<file path="src/rtl/clkstop_pkg.sv">
package clkstop_pkg;

  // Per-channel output state; changes only at a true-rise edge.
  typedef enum logic [1:0] {
    CH_RUN  = 2'd0,   // both legs toggle
    CH_PARK = 2'd1,   // true 1, comp 0, both driven
    CH_PDHI = 2'd2,   // true 1 driven, comp floating
    CH_OFF  = 2'd3    // both legs floating
  } chMode_e;

  // Strobes from control to datapath.
  typedef struct packed {
    logic trueRise;   // this edge makes the true leg rise
    logic levelNext;  // running true level after this edge
    logic stopReq;    // debounced stop request, active high
    logic pdReq;      // debounced power-down request, active high
  } stopStrb_t;

endpackage

</file>
<file path="src/rtl/clkstop_sync.sv">
module clkstop_sync #(
  parameter int W = 1,
  parameter int STAGES = 2,
  parameter logic [W-1:0] RST_VAL = '0
) (
  input  logic         clk,
  input  logic         rstN,
  input  logic [W-1:0] d,
  output logic [W-1:0] q
);
  logic [STAGES-1:0][W-1:0] stg;

  always_ff @(posedge clk or negedge rstN) begin
    if (!rstN) stg <= {STAGES{RST_VAL}};
    else       stg <= {stg[STAGES-2:0], d};
  end

  assign q = stg[STAGES-1];
endmodule

</file>
<file path="src/rtl/clkstop_ctrl.sv">
module clkstop_ctrl
  import clkstop_pkg::*;
#(
  parameter int NUM_CH = 4,
  parameter int HALF_CYCLES = 2,
  parameter int SYNC_STAGES = 2,
  parameter logic [NUM_CH-1:0] PIN_MASK = NUM_CH'(9)
) (
  input  logic              clk,
  input  logic              rstN,
  input  logic              stopN,
  input  logic              pdN,
  input  logic [NUM_CH-1:0] enPin,
  output stopStrb_t         strb,
  output logic [NUM_CH-1:0] pinGate
);
  localparam int CNT_W = (HALF_CYCLES > 1) ? $clog2(HALF_CYCLES) : 1;
  localparam logic [CNT_W-1:0] CNT_LAST = CNT_W'(HALF_CYCLES - 1);
  localparam int NUM_REQ = 2;  // index 0 stop, index 1 power-down

  logic [CNT_W-1:0] halfCnt;
  logic             phase;
  logic             halfEnd;
  logic             compRise;
  logic [NUM_REQ-1:0] reqSync, reqLast, reqAcc;
  logic [NUM_CH-1:0]  pinSync;

  // Output phase generator
  assign halfEnd  = (halfCnt == CNT_LAST);
  assign compRise = halfEnd & phase;

  always_ff @(posedge clk or negedge rstN) begin
    if (!rstN) begin
      halfCnt <= '0;
      phase   <= 1'b0;
    end else if (halfEnd) begin
      halfCnt <= '0;
      phase   <= ~phase;
    end else begin
      halfCnt <= halfCnt + 1'b1;
    end
  end

  // Synchronisers
  clkstop_sync #(.W(NUM_REQ), .STAGES(SYNC_STAGES), .RST_VAL({NUM_REQ{1'b1}})) u_reqSync (
    .clk(clk), .rstN(rstN), .d({pdN, stopN}), .q(reqSync)
  );

  clkstop_sync #(.W(NUM_CH), .STAGES(SYNC_STAGES), .RST_VAL('0)) u_pinSync (
    .clk(clk), .rstN(rstN), .d(enPin), .q(pinSync)
  );

  // Two-sample debounce on complement-rise edges
  always_ff @(posedge clk or negedge rstN) begin
    if (!rstN) begin
      reqLast <= '1;
      reqAcc  <= '1;
    end else if (compRise) begin
      for (int r = 0; r < NUM_REQ; r++) begin
        reqLast[r] <= reqSync[r];
        if (reqSync[r] == reqLast[r]) reqAcc[r] <= reqSync[r];
      end
    end
  end

  // Channels outside the pin mask see a permanently high pin
  assign pinGate = pinSync | ~PIN_MASK;

  always_comb begin
    strb.trueRise  = halfEnd & ~phase;
    strb.levelNext = halfEnd ? ~phase : phase;
    strb.stopReq   = ~reqAcc[0];
    strb.pdReq     = ~reqAcc[1];
  end
endmodule

</file>
<file path="src/rtl/clkstop_dp.sv">
module clkstop_dp
  import clkstop_pkg::*;
#(
  parameter int NUM_CH = 4
) (
  input  logic              clk,
  input  logic              rstN,
  input  stopStrb_t         strb,
  input  logic [NUM_CH-1:0] pinGate,
  input  logic [NUM_CH-1:0] cfgEnable,
  input  logic [NUM_CH-1:0] cfgStoppable,
  input  logic              stopDriveZ,
  input  logic              pdDriveZ,
  output logic [NUM_CH-1:0] trueOut,
  output logic [NUM_CH-1:0] compOut,
  output logic [NUM_CH-1:0] trueOe,
  output logic [NUM_CH-1:0] compOe
);
  for (genvar c = 0; c < NUM_CH; c++) begin : g_ch
    chMode_e modeQ, modeD, tgt;
    logic    chEn;
    logic    tN, cN, toN, coN;
    logic    tQ, cQ, toQ, coQ;

    assign chEn = cfgEnable[c] & pinGate[c];

    // Priority: disable, power-down, stop, run
    always_comb begin
      if (!chEn)                              tgt = CH_OFF;
      else if (strb.pdReq)                    tgt = pdDriveZ ? CH_OFF : CH_PDHI;
      else if (strb.stopReq && cfgStoppable[c]) tgt = stopDriveZ ? CH_OFF : CH_PARK;
      else                                    tgt = CH_RUN;
    end

    assign modeD = strb.trueRise ? tgt : modeQ;

    always_comb begin
      unique case (modeD)
        CH_RUN:  begin tN = strb.levelNext; cN = ~strb.levelNext; toN = 1'b1; coN = 1'b1; end
        CH_PARK: begin tN = 1'b1; cN = 1'b0; toN = 1'b1; coN = 1'b1; end
        CH_PDHI: begin tN = 1'b1; cN = 1'b0; toN = 1'b1; coN = 1'b0; end
        CH_OFF:  begin tN = 1'b0; cN = 1'b0; toN = 1'b0; coN = 1'b0; end
      endcase
    end

    always_ff @(posedge clk or negedge rstN) begin
      if (!rstN) begin
        modeQ <= CH_OFF;
        tQ    <= 1'b0;
        cQ    <= 1'b0;
        toQ   <= 1'b0;
        coQ   <= 1'b0;
      end else begin
        modeQ <= modeD;
        tQ    <= tN;
        cQ    <= cN;
        toQ   <= toN;
        coQ   <= coN;
      end
    end

    assign trueOut[c] = tQ;
    assign compOut[c] = cQ;
    assign trueOe[c]  = toQ;
    assign compOe[c]  = coQ;
  end
endmodule

</file>
<file path="src/rtl/diff_clk_stop.sv">
module diff_clk_stop
  import clkstop_pkg::*;
#(
  parameter int NUM_CH = 4,
  parameter int HALF_CYCLES = 2,
  parameter int SYNC_STAGES = 2,
  parameter logic [NUM_CH-1:0] PIN_MASK = NUM_CH'(9)
) (
  input  logic              clk,
  input  logic              rstN,
  input  logic              stopN,
  input  logic              pdN,
  input  logic [NUM_CH-1:0] enPin,
  input  logic [NUM_CH-1:0] cfgEnable,
  input  logic [NUM_CH-1:0] cfgStoppable,
  input  logic              stopDriveZ,
  input  logic              pdDriveZ,
  output logic [NUM_CH-1:0] trueOut,
  output logic [NUM_CH-1:0] compOut,
  output logic [NUM_CH-1:0] trueOe,
  output logic [NUM_CH-1:0] compOe
);
  stopStrb_t         strb;
  logic [NUM_CH-1:0] pinGate;

  clkstop_ctrl #(
    .NUM_CH(NUM_CH), .HALF_CYCLES(HALF_CYCLES),
    .SYNC_STAGES(SYNC_STAGES), .PIN_MASK(PIN_MASK)
  ) u_ctrl (
    .clk(clk), .rstN(rstN), .stopN(stopN), .pdN(pdN),
    .enPin(enPin), .strb(strb), .pinGate(pinGate)
  );

  clkstop_dp #(.NUM_CH(NUM_CH)) u_dp (
    .clk(clk), .rstN(rstN), .strb(strb), .pinGate(pinGate),
    .cfgEnable(cfgEnable), .cfgStoppable(cfgStoppable),
    .stopDriveZ(stopDriveZ), .pdDriveZ(pdDriveZ),
    .trueOut(trueOut), .compOut(compOut), .trueOe(trueOe), .compOe(compOe)
  );
endmodule

</file>
<file path="config.mk">
export PLATFORM = sky130hd
export DESIGN_NAME = diff_clk_stop
export DESIGN_NICKNAME = d
export VERILOG_FILES = /design/src/rtl/clkstop_pkg.sv /design/src/rtl/clkstop_sync.sv /design/src/rtl/clkstop_ctrl.sv /design/src/rtl/clkstop_dp.sv /design/src/rtl/diff_clk_stop.sv
export SDC_FILE = /design/constraint.sdc
export NUM_CORES = 1
export LEC_CHECK = 0
export ABC_AREA = 1
export BUFFER_PORTS_ARGS = -buffer_cell sky130_fd_sc_hd__buf_2
export CORE_MARGIN = 5
export CORE_UTILIZATION = 40
export DETAILED_ROUTE_END_ITERATION = 16
export SYNTH_ARGS = -nofsm -noshare
export SYNTH_HDL_FRONTEND = slang
export SYNTH_SLANG_ARGS = --single-unit
</file>
<file path="constraint.sdc">
create_clock -name clk -period 2.05 [get_ports clk]
set_input_delay 0.205 -clock clk [delete_from_list [all_inputs] [get_ports clk]]
set_output_delay 0.205 -clock clk [all_outputs]
set_load 0.05 [all_outputs]
</file>
==> impl_results.rst <==
.. list-table::
   :header-rows: 1

   * - Metric
     - Value
   * - Width of the die
     - between 70 and 80 um
   * - CTS Buffer Depth
     - 2
   * - Max-cap check violation count
     - 0
   * - Register share of total power
     - 48.4%
   * - Post-layout nets
     - 216
   * - Number of endpoints failing setup at the final stage
     - 0
   * - Sequential standard cell area
     - just under 1000 sq um
   * - Final design instance area without fill
     - 1900 sq um
   * - Reg2Reg Depth
     - 10
   * - Final estimated routing congestion in global placement
     - 0.922
   * - Worst slack after detailed placement
     - around 0.085 ns
   * - Largest cells by area after synthesis
     - sky130_fd_sc_hd__dfrtp_1, sky130_fd_sc_hd__dfstp_2, sky130_fd_sc_hd__ha_1
   * - Critical Setup Path Class
     - reg -> reg
   * - Number of enable-type register cells in the synthesized netlist
     - 0
   * - Average size of a mapped cell
     - roughly 10 sq um
   * - Leakage power figure
     - about 1.0 nW
   * - Class of the worst hold path
     - in -> async
   * - Top-level port count
     - 34
   * - Share of power burned in combinational logic
     - ~16%
   * - Capturing element of the worst setup path
     - u_dp.g_ch[2].tQ
   * - Dominant register cell in the synthesized netlist
     - sky130_fd_sc_hd__dfrtp_1
   * - Internal cell power
     - about 1.2 mW
   * - Transition at the pin with the smallest max-transition slack
     - 0.802 ns
   * - Required time of the worst setup path
     - 2.23 ns
   * - Standard-cell rows
     - 23
   * - Core region area
     - around 4000 sq um
   * - Detailed-route vias per instance
     - 4.56
   * - Via Count
     - 1072
   * - Portion of synthesized cell area occupied by the leading cell type
     - 33.2%
   * - Power density over cell area
     - 909 nW/um^2
   * - Detailed placer's ending HPWL
     - 2170 um
   * - Synthesized area
     - around 1700 sq um
   * - Routed wire length
     - 2900 um
   * - First-pass GRT wire length
     - 5290 um
   * - Post-CTS clock slew at the launch and capture registers of the worst setup and hold paths
     - 0.07 ns
   * - Leading area contributor after synthesis
     - sky130_fd_sc_hd__dfrtp_1
   * - Fill cell instance count of the final layout
     - between 300 and 400
   * - Part of the Yosys area used for sequential elements
     - 58.5%
   * - Non-filler instance count after layout
     - ~240
   * - Height of the die
     - 74.4 um
   * - Layout cell share with drive strength beyond 1
     - 34.1%
   * - Pin count of the biggest net entering global routing
     - 39
   * - Endpoint of the worst-slack reg-to-reg timing path
     - u_dp.g_ch[2].tQ
   * - Vias in the first global route
     - approximately 1200
   * - Setup slack on the worst flop-to-flop path
     - 0.20 ns
   * - Clock tree from TritonCTS
     - built
   * - Critical register-to-register path startpoint
     - u_ctrl.phase
   * - Number of failing hold endpoints at the final stage
     - 0
   * - Count leader, synth
     - sky130_fd_sc_hd__inv_1
   * - Total die area
     - ~5500 sq um
   * - Largest fanout on the critical path
     - 8
   * - Max-slew violation count
     - 0
   * - Max Clock Freq
     - 0.542 GHz
   * - Number of clock buffers inserted by TritonCTS
     - 5
   * - First-iteration detailed-routing DRC count
     - a little under 50
   * - Distinct cells, synth
     - 17
   * - Number of H-tree levels
     - 2
   * - RSZ-0062 raised after global routing
     - no
   * - Period minus WS final
     - 1.85 ns
   * - Switching part of the total power
     - 27.9%
   * - Ys Warns
     - 0
   * - Effective utilization at floorplan
     - 41.5%
   * - Run status
     - complete, no violations
   * - Count of placed standard cells including taps
     - 225
   * - Critical path origin
     - u_ctrl.phase
   * - Number of synthesized register bits
     - 38
   * - Detailed-route wire length per cell
     - 12.3 um
   * - Placement-stage cell area
     - approximately 1800 sq um
   * - Drc violations
     - 0
   * - Number of antenna violations at the first check in global routing
     - 0
   * - Number of input and output port buffers inserted
     - 31
   * - Slack of the critical path
     - approximately 0.20 ns
   * - Portion of the clock cycle consumed by the worst path in the final layout
     - 90.1%
   * - Arrival time worst endpoint
     - 2.03 ns
   * - Fraction of synthesis flops using an asynchronous set or reset pin
     - 100%
   * - Gr ovfl total
     - 0
   * - Clk sinks
     - 38
   * - Summed negative setup slack over all endpoints
     - 0 ns
   * - Max-Slew Margin vs Limit
     - 46.6%
   * - Worst vdd ir
     - about 600 uV
   * - Net switching power of the design
     - roughly 480 uW
   * - Clk pwr share
     - between 30 and 40%
   * - Top cell types by occurrence after synthesis
     - sky130_fd_sc_hd__inv_1, sky130_fd_sc_hd__dfrtp_1, sky130_fd_sc_hd__nand2_1, sky130_fd_sc_hd__buf_4, sky130_fd_sc_hd__dfstp_2
   * - Detail Route Antenna Nets
     - 0
   * - Clock root buffer master
     - sky130_fd_sc_hd__clkbuf_8
   * - Cells after Synth
     - 159
   * - Setup Skew
     - 0.00505 ns
   * - Area taken by multi-input logic gates
     - 467 sq um
   * - Synthesized Nets
     - 191
   * - CP startpoint kind
     - register
   * - Area growth, synth to finish
     - 14.6%
   * - Clk Latency, worst-skew pair
     - 0.29 ns
   * - Drt pass-1 iters
     - 4
   * - CP endpoint kind
     - register
   * - Diode count
     - 0
   * - Global-route usage over all layers
     - between 10% and 20%
   * - Postcts setup bufs
     - 0
[worst min path at each step]
stage	startpoint	to	slack [ns]
floorplan	rstN	u_ctrl.halfCnt	-0.09
global placement	pdN	u_ctrl.u_reqSync.stg[1]	0.31
detailed placement	pdN	u_ctrl.u_reqSync.stg[1]	0.31
CTS	enPin[0]	u_ctrl.u_pinSync.stg[0]	0.01
global route	enPin[3]	u_ctrl.u_pinSync.stg[3]	0.005
finish	rstN	u_dp.g_ch[0].tQ	0.0005
[final cells by class]
cell class / instances / area share [%]
Sequential cell: 38 / 51.1
Timing Repair Buffer: 34 / 9.61
Clock inverter: 3 / 2.11
Tap cell: 50 / 3.29
Multi-Input combinational cell: 76 / 24.6
Clock buffer: 5 / 3.62
Inverter: 29 / 5.73
[worst max-delay path, stage by stage (launching register included)]
cell	delay [ns]
sky130_fd_sc_hd__dfrtp_1	0.38
sky130_fd_sc_hd__inv_1	0.06
sky130_fd_sc_hd__ha_2	0.26
sky130_fd_sc_hd__nand2_1	0.13
sky130_fd_sc_hd__inv_2	0.10
sky130_fd_sc_hd__nand3_1	0.08
sky130_fd_sc_hd__o21ai_0	0.14
sky130_fd_sc_hd__inv_1	0.12
sky130_fd_sc_hd__ha_1	0.31
sky130_fd_sc_hd__nor2_1	0.10
sky130_fd_sc_hd__nor2_1	0.05
[state kept, by name, indices dropped and copies added, names as in the netlist]
register and count:
u_ctrl.u_pinSync.q 2, u_ctrl.u_reqSync.stg 2, u_dp.g_ch.coQ 4, u_ctrl.halfCnt 1
u_dp.g_ch.tQ 4, u_ctrl.u_reqSync.q 2, u_dp.g_ch.cQ 4, u_dp.g_ch.toQ 4
u_ctrl.reqLast 2, u_dp.g_ch.modeQ 8, u_ctrl.u_pinSync.stg 2, u_ctrl.reqAcc 2
u_ctrl.phase 1
[through the flow]
stage	power (mW)	util (%)	hold WS [ns]
6_report	1.73	47.5	0.000541
5_1_grt	1.81	47.5	0.00462
4_1_cts	1.75	47.3	0.00974
3_5_place_dp	1.12	44.1	0.312
3_3_place_gp	1.11	44.1	0.312
2_1_floorplan	1.08	-	-0.0906
[layout by cell type, fill, tap and decap left out, types with 2 or more instances in the layout]
master / instances
sky130_fd_sc_hd__buf_2: 31
sky130_fd_sc_hd__inv_1: 28
sky130_fd_sc_hd__dfrtp_1: 22
sky130_fd_sc_hd__nand2_1: 20
sky130_fd_sc_hd__dfstp_2: 16
sky130_fd_sc_hd__nand3_1: 13
sky130_fd_sc_hd__ha_1: 13
sky130_fd_sc_hd__nor2_1: 11
sky130_fd_sc_hd__o21ai_0: 8
sky130_fd_sc_hd__clkbuf_8: 5
sky130_fd_sc_hd__a21oi_1: 3
sky130_fd_sc_hd__clkinv_2: 2
sky130_fd_sc_hd__dlygate4sd3_1: 2
[routing by layer]
| layer | vias up | track usage, % | wire [um] |
|---|---|---|---|
| li1 | 521 | - | - |
| met1 | 517 | 13.6 | 1180 |
| met2 | 29 | 22.2 | 1430 |
| met3 | 5 | 6.22 | 236 |
| met4 | 0 | 5.73 | 61 |
| met5 | - | 0 | 0 |
[power groups by stage]
stage / sequential, mW / clock [mW] / combinational, mW
after global routing: 0.845 / 0.664 / 0.299
after floorplan: 0.846 / 0 / 0.234
after CTS: 0.837 / 0.633 / 0.279
after detailed placement: 0.849 / 0 / 0.274
final: 0.837 / 0.616 / 0.275
after global placement: 0.849 / 0 / 0.266
[cell families (layout without fill, tap and decap cells)]
family	count (synthesis)	count (layout)	synth area share (%)
adder cells (fa/ha/maj)	14	14	10.6
flip-flops	38	38	58.5
AO/OA/AOI/OAI	14	14	4.83
AND/OR/NAND/NOR	48	48	12.3
buffers and inverters	45	71	13.8
[repair_timing]
item | 4_1_cts | 5_1_grt
resized for setup | 0 | 2
hold buffers | 2 | 0
endpoints found under the setup margin | 0 | 7
hold endpoints to repair | 2 | 0
Note: power is estimated with default switching activity, not from simulation.
